`src/rtl/lpt_pkg.sv`:
```
package lpt_pkg;

    localparam logic [1:0] OFS_DATA   = 2'd0;
    localparam logic [1:0] OFS_STATUS = 2'd1;
    localparam logic [1:0] OFS_CTRL   = 2'd2;

    typedef enum logic {
        B_IDLE,
        B_READ
    } bus_state_t;

    typedef enum logic [1:0] {
        T_IDLE,
        T_RUN,
        T_LATE
    } tmr_state_t;

    // Status byte: bit 7 inverted busy, then ack, paper end, select, error,
    // two constant-zero bits, and the timeout flag in bit 0.
    function automatic logic [7:0] pack_status(
        input logic busy_pin,
        input logic ack_n,
        input logic paper_end,
        input logic sel,
        input logic err_n,
        input logic flag
    );
        return {~busy_pin, ack_n, paper_end, sel, err_n, 2'b00, flag};
    endfunction

endpackage

```
`src/rtl/lpt_strobe_sync.sv`:
```
module lpt_strobe_sync #(
    parameter int STAGES = 2
) (
    input  logic clk,
    input  logic rst_n,
    input  logic strobe_n_async,
    output logic strobe_n_sync,
    output logic strobe_fall,
    output logic strobe_rise
);

    // Extra stage at the top holds the previous synchronised value
    // for edge detection.
    logic [STAGES:0] chain_q;

    always_ff @(posedge clk or negedge rst_n) begin
        if (!rst_n) begin
            chain_q <= '1;
        end else begin
            chain_q <= {chain_q[STAGES-1:0], strobe_n_async};
        end
    end

    assign strobe_n_sync = chain_q[STAGES-1];
    assign strobe_fall   = ~chain_q[STAGES-1] &  chain_q[STAGES];
    assign strobe_rise   =  chain_q[STAGES-1] & ~chain_q[STAGES];

endmodule

```
`src/rtl/lpt_epp_timer.sv`:
```
module lpt_epp_timer
    import lpt_pkg::*;
#(
    parameter int TERM_CYCLES = 2500
) (
    input  logic clk,
    input  logic rst_n,
    input  logic enable,
    input  logic cyc_start,
    input  logic cyc_done,
    output logic expire
);

    localparam int CW = $clog2(TERM_CYCLES + 1);
    localparam logic [CW-1:0] LAST = CW'(TERM_CYCLES - 1);

    tmr_state_t state_q, state_d;
    logic [CW-1:0] cnt_q;

    always_ff @(posedge clk or negedge rst_n) begin
        if (!rst_n) begin
            state_q <= T_IDLE;
        end else begin
            state_q <= state_d;
        end
    end

    always_ff @(posedge clk or negedge rst_n) begin
        if (!rst_n) begin
            cnt_q <= '0;
        end else if (state_q == T_RUN && state_d == T_RUN) begin
            cnt_q <= cnt_q + 1'b1;
        end else begin
            cnt_q <= '0;
        end
    end

    always_comb begin
        state_d = state_q;
        unique case (state_q)
            T_IDLE: begin
                if (enable && cyc_start) state_d = T_RUN;
            end
            T_RUN: begin
                if (!enable || cyc_done) state_d = T_IDLE;
                else if (cnt_q == LAST)  state_d = T_LATE;
            end
            T_LATE: begin
                if (!enable || cyc_done) state_d = T_IDLE;
            end
            default: state_d = T_IDLE;
        endcase
    end

    always_comb begin
        expire = 1'b0;
        unique case (state_q)
            T_RUN:   expire = enable && !cyc_done && (cnt_q == LAST);
            default: expire = 1'b0;
        endcase
    end

endmodule

```
`src/rtl/lpt_host_regs.sv`:
```
module lpt_host_regs
    import lpt_pkg::*;
#(
    parameter int CLK_FREQ_HZ = 250_000_000,
    parameter int TIMEOUT_US  = 10,
    parameter int SYNC_STAGES = 2,
    parameter int DW          = 8
) (
    input  logic          clk,
    input  logic          rst_n,
    input  logic [1:0]    bus_addr,
    input  logic [DW-1:0] bus_wdata,
    input  logic          bus_rd_n,
    input  logic          bus_wr_n,
    output logic [DW-1:0] bus_rdata,
    input  logic          epp_mode,
    input  logic [DW-1:0] port_pins_in,
    output logic [DW-1:0] port_data_out,
    input  logic          err_n_in,
    input  logic          select_in,
    input  logic          paper_end_in,
    input  logic          ack_n_in,
    input  logic          busy_in,
    output logic [DW-3:0] ctrl_out,
    input  logic          epp_cycle_start,
    input  logic          epp_cycle_done
);

    localparam int CTRL_BITS   = DW - 2;
    localparam int TERM_CYCLES = (CLK_FREQ_HZ / 1_000_000) * TIMEOUT_US;

    logic rd_n_s, rd_fall, rd_rise;
    logic wr_n_s, wr_fall, wr_rise;
    logic wr_pulse, rd_active, tmr_expire;

    bus_state_t            bus_state_q, bus_state_d;
    logic [DW-1:0]         data_q;
    logic [CTRL_BITS-1:0]  ctrl_q;
    logic [DW-1:0]         snap_q;
    logic                  flag_q;

    lpt_strobe_sync #(.STAGES(SYNC_STAGES)) u_rd_sync (
        .clk            (clk),
        .rst_n          (rst_n),
        .strobe_n_async (bus_rd_n),
        .strobe_n_sync  (rd_n_s),
        .strobe_fall    (rd_fall),
        .strobe_rise    (rd_rise)
    );

    lpt_strobe_sync #(.STAGES(SYNC_STAGES)) u_wr_sync (
        .clk            (clk),
        .rst_n          (rst_n),
        .strobe_n_async (bus_wr_n),
        .strobe_n_sync  (wr_n_s),
        .strobe_fall    (wr_fall),
        .strobe_rise    (wr_rise)
    );

    lpt_epp_timer #(.TERM_CYCLES(TERM_CYCLES)) u_timer (
        .clk       (clk),
        .rst_n     (rst_n),
        .enable    (epp_mode),
        .cyc_start (epp_cycle_start),
        .cyc_done  (epp_cycle_done),
        .expire    (tmr_expire)
    );

    // A write commits when the strobe returns high.
    assign wr_pulse = wr_rise;

    // Read tracker: state register.
    always_ff @(posedge clk or negedge rst_n) begin
        if (!rst_n) begin
            bus_state_q <= B_IDLE;
        end else begin
            bus_state_q <= bus_state_d;
        end
    end

    // Read tracker: next state.
    always_comb begin
        bus_state_d = bus_state_q;
        unique case (bus_state_q)
            B_IDLE: if (rd_fall) bus_state_d = B_READ;
            B_READ: if (rd_rise) bus_state_d = B_IDLE;
            default: bus_state_d = B_IDLE;
        endcase
    end

    // Read tracker: outputs.
    always_comb begin
        rd_active = 1'b0;
        unique case (bus_state_q)
            B_READ:  rd_active = 1'b1;
            default: rd_active = 1'b0;
        endcase
    end

    // Status snapshot, loaded on the transition into a read.
    always_ff @(posedge clk or negedge rst_n) begin
        if (!rst_n) begin
            snap_q <= '0;
        end else if (bus_state_q == B_IDLE && bus_state_d == B_READ) begin
            snap_q <= pack_status(busy_in, ack_n_in, paper_end_in,
                                  select_in, err_n_in, flag_q);
        end
    end

    // Data and control registers.
    always_ff @(posedge clk or negedge rst_n) begin
        if (!rst_n) begin
            data_q <= '0;
            ctrl_q <= '0;
        end else if (wr_pulse) begin
            if (bus_addr == OFS_DATA) data_q <= bus_wdata;
            if (bus_addr == OFS_CTRL) ctrl_q <= bus_wdata[CTRL_BITS-1:0];
        end
    end

    // Sticky timeout flag: setting wins over a clear in the same cycle.
    always_ff @(posedge clk or negedge rst_n) begin
        if (!rst_n) begin
            flag_q <= 1'b0;
        end else if (tmr_expire) begin
            flag_q <= 1'b1;
        end else if (wr_pulse && bus_addr == OFS_STATUS && bus_wdata[0]) begin
            flag_q <= 1'b0;
        end
    end

    // Read data mux.
    always_comb begin
        bus_rdata = '0;
        if (rd_active) begin
            case (bus_addr)
                OFS_DATA:   bus_rdata = epp_mode ? data_q : port_pins_in;
                OFS_STATUS: bus_rdata = snap_q;
                OFS_CTRL:   bus_rdata = {2'b00, ctrl_q};
                default:    bus_rdata = '0;
            endcase
        end
    end

    assign port_data_out = data_q;
    assign ctrl_out      = ctrl_q;

endmodule

```
`config.mk`:
```
export PLATFORM = sky130hd
export DESIGN_NAME = lpt_host_regs
export DESIGN_NICKNAME = d
export VERILOG_FILES = /design/src/rtl/lpt_pkg.sv /design/src/rtl/lpt_strobe_sync.sv /design/src/rtl/lpt_epp_timer.sv /design/src/rtl/lpt_host_regs.sv
export SDC_FILE = /design/constraint.sdc
export NUM_CORES = 1
export LEC_CHECK = 0
export BUFFER_PORTS_ARGS = -buffer_cell sky130_fd_sc_hd__buf_4
export CAP_MARGIN = 20
export CORE_MARGIN = 4
export CORE_UTILIZATION = 40
export CTS_CLUSTER_SIZE = 20
export DETAILED_ROUTE_END_ITERATION = 10
export SLEW_MARGIN = 20
export SYNTH_ARGS = -nofsm -noshare
export SYNTH_HDL_FRONTEND = slang
export SYNTH_SLANG_ARGS = --single-unit
```
`constraint.sdc`:
```
create_clock -name clk -period 2.6 [get_ports clk]
set_input_delay 0.13 -clock clk [delete_from_list [all_inputs] [get_ports clk]]
set_output_delay 0.13 -clock clk [all_outputs]
set_load 0.03 [all_outputs]
```
==> qor.yml, run 1 <==
outcome:
  status: "complete, no violations"
floorplan:
  die_x_um: 78.0
  die_h_um: 78.0
  row_count: 25
  start_util_pct: 41.5
  io_pins: 52
  core_area_mm2: 0.00472
  die_area_mm2: 0.00608
placement:
  dp_hpwl_mm: 3.21
  numPortBuffers: 51
  place_congestion: 0.830
route:
  drc: 0
  via_per_inst: 5.12
  routedWlPerCell_um: 15.1
  drt_iter0_drc: 65
  wirelength_mm: 4.32
  dr.pass1.iters: 4
  via_count: 1460
  detail-route-antenna-nets: 0
synth:
  ys_ff_latch: 42
  syn_nets: 190
  yosysWarnings: 0
  syn-instance-count: 159
  avgSynthCellArea_um2: 12.3
  syn_area_mm2: 0.00196
  synth_cell_type_count: 37
  seq_area_frac_synth_pct: 54.1
cells_and_area:
  drive_gt1_share_pct: 45.4
  post-route-util_pct: 54.7
  areaGrowthSynthToFinish_pct: 32.0
  fin_nets: 248
  num_antenna_cells: 0
  fillerInstances: 424
job:
  maxCapViolCount: 0
clock_network:
  cts_setup_buffers: 0
  h-tree-depth: 2
  cts_sinks: 42
  clk_path_buf_depth: 2
  cts.clk_slew.worst_paths_ns: 0.08
  cts_hold_repair.buffers: 3
  cts_root_buf: "clkbuf_8"
  cts-buffers-inserted: 5
  clk_latency_ns: 0.29
  cts_resized: 0
  tritoncts: "yes"
global_routing:
  grt_pass1_vias: 1465
  grt_start_max_net_pins: 43
  grt_antenna_before_repair: 0
  grt_usage_pct: 15.1
  grt_pass1_wl_mm: 7.18
  overflow: 0
timing:
  slew_headroom_pct: 64.6
  final_hold_viol_count: 0
  setup_viol: 0
  drv_slew: 0
  fin_crit_sh_pct: 65.4
  period_needed_ns: 1.70
  final.setup.tns_ns: 0
  final.setup_skew_ns: 0.00271
  fmax_mhz: 588
  worst_pin_slew_ns: 0.530
  rsz0062_at_grt: "no"
worst_setup_path:
  path_class: "flop to output pin"
  crit_path_max_fanout: 8
  endpoint_kind: "output pin"
  worst_ep_required_time_ns: 2.47
  arrival_ns: 1.57
  cp-start-kind: "flop"
pwr:
  finalPower_uw: 1830
  p_leak_uw: 0.00110
  peakVddDrop_v: 0.000361
  p_per_area_mw_per_mm2: 709
hold_path:
  hp-class: "input port to flop"
[flip-flops by register name, summed over array words and instances, names as in the netlist, 2 cells and up]
signal,cells
port_data_out,8
u_rd_sync.chain_q,3
ctrl_out,6
u_timer.state_q,2
u_wr_sync.chain_q,3
snap_q,6
u_timer.cnt_q,12
[layout make-up]
class	count	area [um^2]	share of cell area [%]
inverters	5	18.8	0.726
repair buffers	55	423	16.4
flip-flops and latches	42	1060	40.9
clock inverters	2	60.1	2.32
well taps	67	83.8	3.24
multi-input cells	108	858	33.2
clock buffers	6	82.6	3.19
[logic make-up after synthesis]
group           count (synthesis)  share of synthesized area [%]
simple gates                   44                           15.1
flops                          42                           54.1
mux                            30                           17.0
compound gates                 29                           9.27
buf+inv                         9                           2.11
xor+xnor                        3                           1.34
fa+ha+maj                       2                           1.15
[worst max-delay path: stages (launching register included)]
cell	delay [ns]
dfrtp_1	0.40
inv_1	0.17
a2111oi_0	0.46
buf_4	0.25
[per-layer routing]
metal | global-route usage, % | vias up | wire [um]
li1 | - | 698 | -
met1 | 18.7 | 716 | 1870
met2 | 25.0 | 42 | 2110
met3 | 5.22 | 4 | 312
met4 | 4.20 | 0 | 31
met5 | 0 | - | 0
[stage by stage]
step | area [um^2] | std cells | hold slack (ns) | worst slack (ns)
3_3_place_gp | 2400 | 273 | 0.138 | 1.05
6_report | 2580 | 285 | 0.0689 | 0.900
3_5_place_dp | 2400 | 273 | 0.150 | 0.974
2_1_floorplan | 1960 | 159 | -0.166 | 0.268
4_1_cts | 2570 | 284 | 0.0000726 | 0.885
5_1_grt | 2580 | 285 | 0.0560 | 0.687
[cell usage in the layout (no fill, tap or decap), drive strengths merged]
cell type	instances
xnor2	2
nor2b	3
nand4	3
ha	1
dfrtp	36
nand2	8
nand3	5
nor2	6
mux2i	4
bufinv	2
o31ai	5
clkbuf	6
o21ai	6
nor3b	3
a22oi	4
nand4bb	2
a31o	1
or3	4
a2111oi	1
a211oi	1
buf	51
nor3	4
mux2	26
inv	5
or4	3
xor2	1
maj3	1
and4b	1
a21oi	11
dlygate4sd3	4
dfstp	6
nor4b	1
nand2b	1
[synth_stat cells]
cell        n  area (um^2)
dfrtp_1    36          901
mux2_2     26          293
a21oi_1    10         50.1
nand2_1     8         30.0
dfstp_2     6          158
nor2_1      6         22.5
o21ai_0     6         30.0
inv_1       5         18.8
o31ai_1     5         37.5
a22oi_1     4         30.0
mux2i_1     4         40.0
or3_1       4         25.0
buf_2       3         15.0
nand3_1     3         15.0
nand4_1     3         18.8
nor2b_1     3         18.8
nor3_1      3         15.0
nand4bb_1   2         22.5
nor3b_2     2         25.0
or4_1       2         15.0
xnor2_1     2         17.5
a2111oi_0   1         8.76
a211oi_1    1         7.51
a21oi_2     1         8.76
a31o_2      1         8.76
and4b_1     1         10.0
buf_4       1         7.51
ha_1        1         12.5
maj3_1      1         10.0
nand2b_1    1         6.26
nand3_2     1         10.0
nand3_4     1         17.5
nor3_4      1         16.3
nor3b_1     1         7.51
nor4b_1     1         8.76
or4_4       1         11.3
xor2_1      1         8.76
[report_power, final]
group / switching (uW) / internal (uW) / total [uW]
registers: 54.3 / 731 / 786
logic: 228 / 190 / 417
clock network: 221 / 410 / 631
total: 504 / 1330 / 1830
[final timing paths]
kind                                         to  slack, ns  cells past startpoint            startpoint
max                                bus_rdata[7]       0.90                      3           bus_state_q
min                                   snap_q[4]       0.07                      2             select_in
max reg2reg                         ctrl_out[1]       0.98                      3  u_wr_sync.chain_q[1]
min reg2reg                u_rd_sync.chain_q[1]       0.36                      0  u_rd_sync.chain_q[0]
max in group asynchronous  u_rd_sync.chain_q[0]       1.87                      2                 rst_n
min in group asynchronous      port_data_out[1]       0.36                      2                 rst_n
(Power assumes the default switching activity.)
==> run 2: changes to the inputs <==
--- a/config.mk
+++ b/config.mk
@@ -5,12 +5,14 @@
 export SDC_FILE = /design/constraint.sdc
 export NUM_CORES = 1
 export LEC_CHECK = 0
+export ABC_AREA = 1
 export BUFFER_PORTS_ARGS = -buffer_cell sky130_fd_sc_hd__buf_4
 export CAP_MARGIN = 20
 export CORE_MARGIN = 4
 export CORE_UTILIZATION = 40
 export CTS_CLUSTER_SIZE = 20
 export DETAILED_ROUTE_END_ITERATION = 10
+export PLACE_DENSITY = 0.65
 export SLEW_MARGIN = 20
 export SYNTH_ARGS = -nofsm -noshare
 export SYNTH_HDL_FRONTEND = slang
==> constraint.sdc (replaced) <==
create_clock -name clk -period 1.5 [get_ports clk]
set_input_delay 0.075 -clock clk [delete_from_list [all_inputs] [get_ports clk]]
set_output_delay 0.075 -clock clk [all_outputs]
set_load 0.03 [all_outputs]
==> run 2 against run 1 <==
  * Global-route usage rose by 0.21 points
  * Critical path type unchanged
  * Sequential share of layout area fell by 2.2 points
  * Combinational power rose by 64%
  * Flip-flop and latch count did not move
  * Via count rose by 22%
  * First-iteration DRC count rose by 69%
  * Design area rose by 5.6%
  * Cell count rose by 35%
  * Total power rose by 59%
  * Synthesized cell count rose by 60%
  * Count of clock-buffer cells in the layout fell by 1
==> qor.yml, run 2 <==
outcome:
  status: "complete, no violations"  # unchanged
timing:
  setup_viol: 0  # unchanged
  fmax_mhz: 747
  final.setup_skew_ns: 0.00933  # was 0.00271 ns
  slew_headroom_pct: 64.7  # was 64.6%
  final_hold_viol_count: 0  # unchanged
  fin_crit_sh_pct: 89.2
  drv_slew: 0  # unchanged
  fin_hold_ws_ns: 0.0209  # was 0.0689 ns
  final.setup.tns_ns: 0  # unchanged
  setup_slack_ns: 0.161  # was 0.900 ns
  rsz0062_at_grt: "no"  # unchanged
  worst_pin_slew_ns: 0.530  # about the same
  period_needed_ns: 1.34
worst_setup_path:
  cp_slowest_cell: "dfrtp_1"  # was a2111oi_0
  path_buf_inv: 3  # was 2
  rrSetupSlack_ns: 0.17  # was 0.98 ns
  reg2regPathDepth: 6  # was 3
  crit_cells: 4  # was 3
  path_class: "flop to output pin"  # unchanged
  arrival_ns: 1.26  # was 1.57 ns
  crit_chain: "clkinv_1, buf_4, a31oi_1, buf_4"  # was inv_1, a2111oi_0, buf_4
  worst_ep_required_time_ns: 1.42  # was 2.47 ns
  crit_family: "buffers and inverters"  # was compound AO/OA/AOI/OAI gates
  endpoint_kind: "output pin"  # unchanged
  crit_path_max_fanout: 8  # unchanged
  crit_top_cell: "buf_4"
  max_stage_delay_ns: 0.35  # was 0.46 ns
  cp-start-kind: "flop"  # unchanged
synth:
  syn_nets: 285  # was 190
  ys_top_cells_by_area: "dfrtp_1, nand2_1, dfstp_2"  # was dfrtp_1, mux2_2, dfstp_2
  synth_xor_area_share_pct: 1.24  # was 1.34%
  synth_top_area_share_pct: 42.4  # was 46.0%
  synth_fa_ha_area_share_pct: 0.589  # was 1.15%
  synth_edf_count: 0  # unchanged
  synth_cell_type_count: 27  # was 37
  seq_area_frac_synth_pct: 49.9  # was 54.1%
  yosysTopAreaCell: "dfrtp_1"  # unchanged
  synthSimpleGateAreaFrac_pct: 31.5  # was 15.1%
  ys_ff_latch: 42  # unchanged
  ys.flop_type: "dfrtp_1"  # unchanged
  ys_top_cells_by_count: "nand2_1, dfrtp_1, inv_1"  # was dfrtp_1, mux2_2, a21oi_1
  muxShareOfSynthArea_pct: 0  # was 17.0%
  synthMostInstantiatedCell: "nand2_1"  # was dfrtp_1
  synth_top_family_by_area: "simple AND/OR/NAND/NOR gates"  # was multiplexers
  syn_area_mm2: 0.00212  # was 0.00196 mm^2
  syn-instance-count: 254  # was 159
  synthArstFlopShare_pct: 100  # unchanged
  avgSynthCellArea_um2: 8.36  # was 12.3 um^2
  synth_compound_area_share_pct: 8.84  # was 9.27%
  yosysWarnings: 0  # unchanged
route:
  detail-route-antenna-nets: 0  # unchanged
  wirelength_mm: 4.64  # was 4.32 mm
  dr.pass1.iters: 4  # unchanged
  drc: 0  # unchanged
  routedWlPerCell_um: 12.0  # was 15.1 um
  via_per_inst: 4.64  # was 5.12
  via_count: 1788  # was 1,460
  drt_iter0_drc: 110  # was 65
global_routing:
  overflow: 0  # unchanged
  grt_pass1_wl_mm: 7.87  # was 7.18 mm
  grt_usage_pct: 15.3  # was 15.1%
  grt_start_max_net_pins: 43  # unchanged
  grt_antenna_before_repair: 0  # unchanged
  grt_pass1_vias: 1702  # was 1,465
placement:
  dp_hpwl_mm: 3.41  # was 3.21 mm
  dp.cells: 373  # was 273
  numPortBuffers: 51  # unchanged
  placed_cell_area_mm2: 0.00257  # was 0.00240 mm^2
  dp_slack_ns: 0.0930  # was 0.974 ns
  place_congestion: 0.802  # was 0.830
cells_and_area:
  drive_gt1_share_pct: 31.7  # was 45.4%
  num_antenna_cells: 0  # unchanged
  mostFrequentLayoutCells: "nand2_1, buf_4, dfrtp_1"  # was buf_4, dfrtp_1, mux2_2
  areaGrowthSynthToFinish_pct: 28.6  # was 32.0%
  largest_reg_flops: 12  # unchanged
  fin_nets: 345  # was 248
  layout_commonest_cell: "nand2_1"  # was buf_4
  finalNonFillerCells: 385  # was 285
  top_register: "u_timer.cnt_q"  # unchanged
  stdcell_area_mm2: 0.00273  # was 0.00258 mm^2
hold_path:
  hp-class: "input port to flop"  # unchanged
  whs_path_depth: 3  # was 2
clock_network:
  clk_latency_ns: 0.29  # about the same
  cts_root_buf: "clkbuf_8"  # unchanged
  cts_sinks: 42  # unchanged
  cts.clk_slew.worst_paths_ns: 0.09  # was 0.08 ns
  cts-buffers-inserted: 5  # unchanged
  h-tree-depth: 2  # unchanged
  clk_path_buf_depth: 2  # unchanged
  cts_setup_buffers: 0  # unchanged
  tritoncts: "yes"  # unchanged
pwr:
  pwr-share-comb_pct: 23.5  # was 22.8%
  p_sw_share_pct: 30.5  # was 27.5%
  clock_power_share_pct: 30.3  # was 34.4%
  peakVddDrop_v: 0.000550  # was 0.000361 V
  power.switching_uw: 887  # was 504 uW
  p_per_area_mw_per_mm2: 1070  # was 709 mW/mm^2
  p_leak_uw: 0.00132  # was 0.00110 uW
  p_seq_share_pct: 46.3  # was 42.8%
  internal_power_uw: 2020  # was 1330 uW
floorplan:
  die_h_um: 80.9  # was 78.0 um
  die_area_mm2: 0.00654  # was 0.00608 mm^2
  core_area_mm2: 0.00514  # was 0.00472 mm^2
  start_util_pct: 41.3  # was 41.5%
  io_pins: 52  # unchanged
  die_x_um: 80.9  # was 78.0 um
  row_count: 26  # was 25
job:
  maxCapViolCount: 0  # unchanged
## run 2: cell count changes in the layout (fill, tap and decap cells not counted), sizes merged, moves of 4 or more
cell,change
o31ai,-5
o21ai,+18
inv,+25
a21oi,-7
nor2,+28
mux2,-26
mux2i,-4
a31oi,+4
nor3,-4
nand3,+9
nand2,+76
or3,-4
a22oi,-4
## run 2: power groups by stage
stage	logic, uW	registers [uW]	clock network [uW]
2_1_floorplan	255	1500	0
3_3_place_gp	672	1360	0
3_5_place_dp	681	1370	0
4_1_cts	691	1350	900
5_1_grt	747	1360	958
6_report	683	1350	880
## run 2: cells by family (layout without fill, tap and decap cells)
group | count (synthesis) | after routing
adders and majority gates | 1 | 1
AOI/OAI and AO/OA | 32 | 32
DFF | 42 | 42
xor gates and xnor gates | 3 | 3
buffers and inverters | 36 | 97
and+or+nand+nor | 140 | 140
## run 2: stage by stage
step                util [%]  power [uW]
floorplan                  -        1750
global placement        50.0        2040
detailed placement      50.0        2050
CTS                     52.8        2940
global route            53.1        3070
finish                  53.1        2910
## run 2: cell type report
class,count,area [um^2]
sequential,42,1060
multi-input combinational,176,908
clock buffer,5,68.8
fill,506,2410
timing repair buffer,58,445
inverter,31,121
tap,70,87.6
clock inverter,3,40.0
## run 2: routing by layer
metal  up-vias  GRT usage [%]  wire length, um
li1        920              -                -
met3         5           3.77              304
met2        44           25.5             2170
met1       819           20.4             2130
met4         0           3.04               42
met5         -              0                0
## run 2: tightest hold or removal path: cells and delay by family
family	cells	cell delay, ns
and+or+nand+nor	2	0.13
buffers and inverters	1	0.08
## run 2: worst paths after layout
path                                         to                  from
setup / recovery                   bus_rdata[0]           bus_state_q
hold / removal                 port_data_out[7]          bus_wdata[7]
setup reg to reg                    ctrl_out[2]  u_wr_sync.chain_q[1]
hold reg to reg            u_wr_sync.chain_q[2]  u_wr_sync.chain_q[1]
max in group asynchronous  u_wr_sync.chain_q[0]                 rst_n
min in group asynchronous      port_data_out[5]                 rst_n
## run 2: timing repair
action | 4_1_cts | 5_1_grt
endpoints found under the hold margin | 39 | 0
gates resized for setup | 0 | 3
hold buffers | 4 | 0
endpoints found under the setup margin | 0 | 3
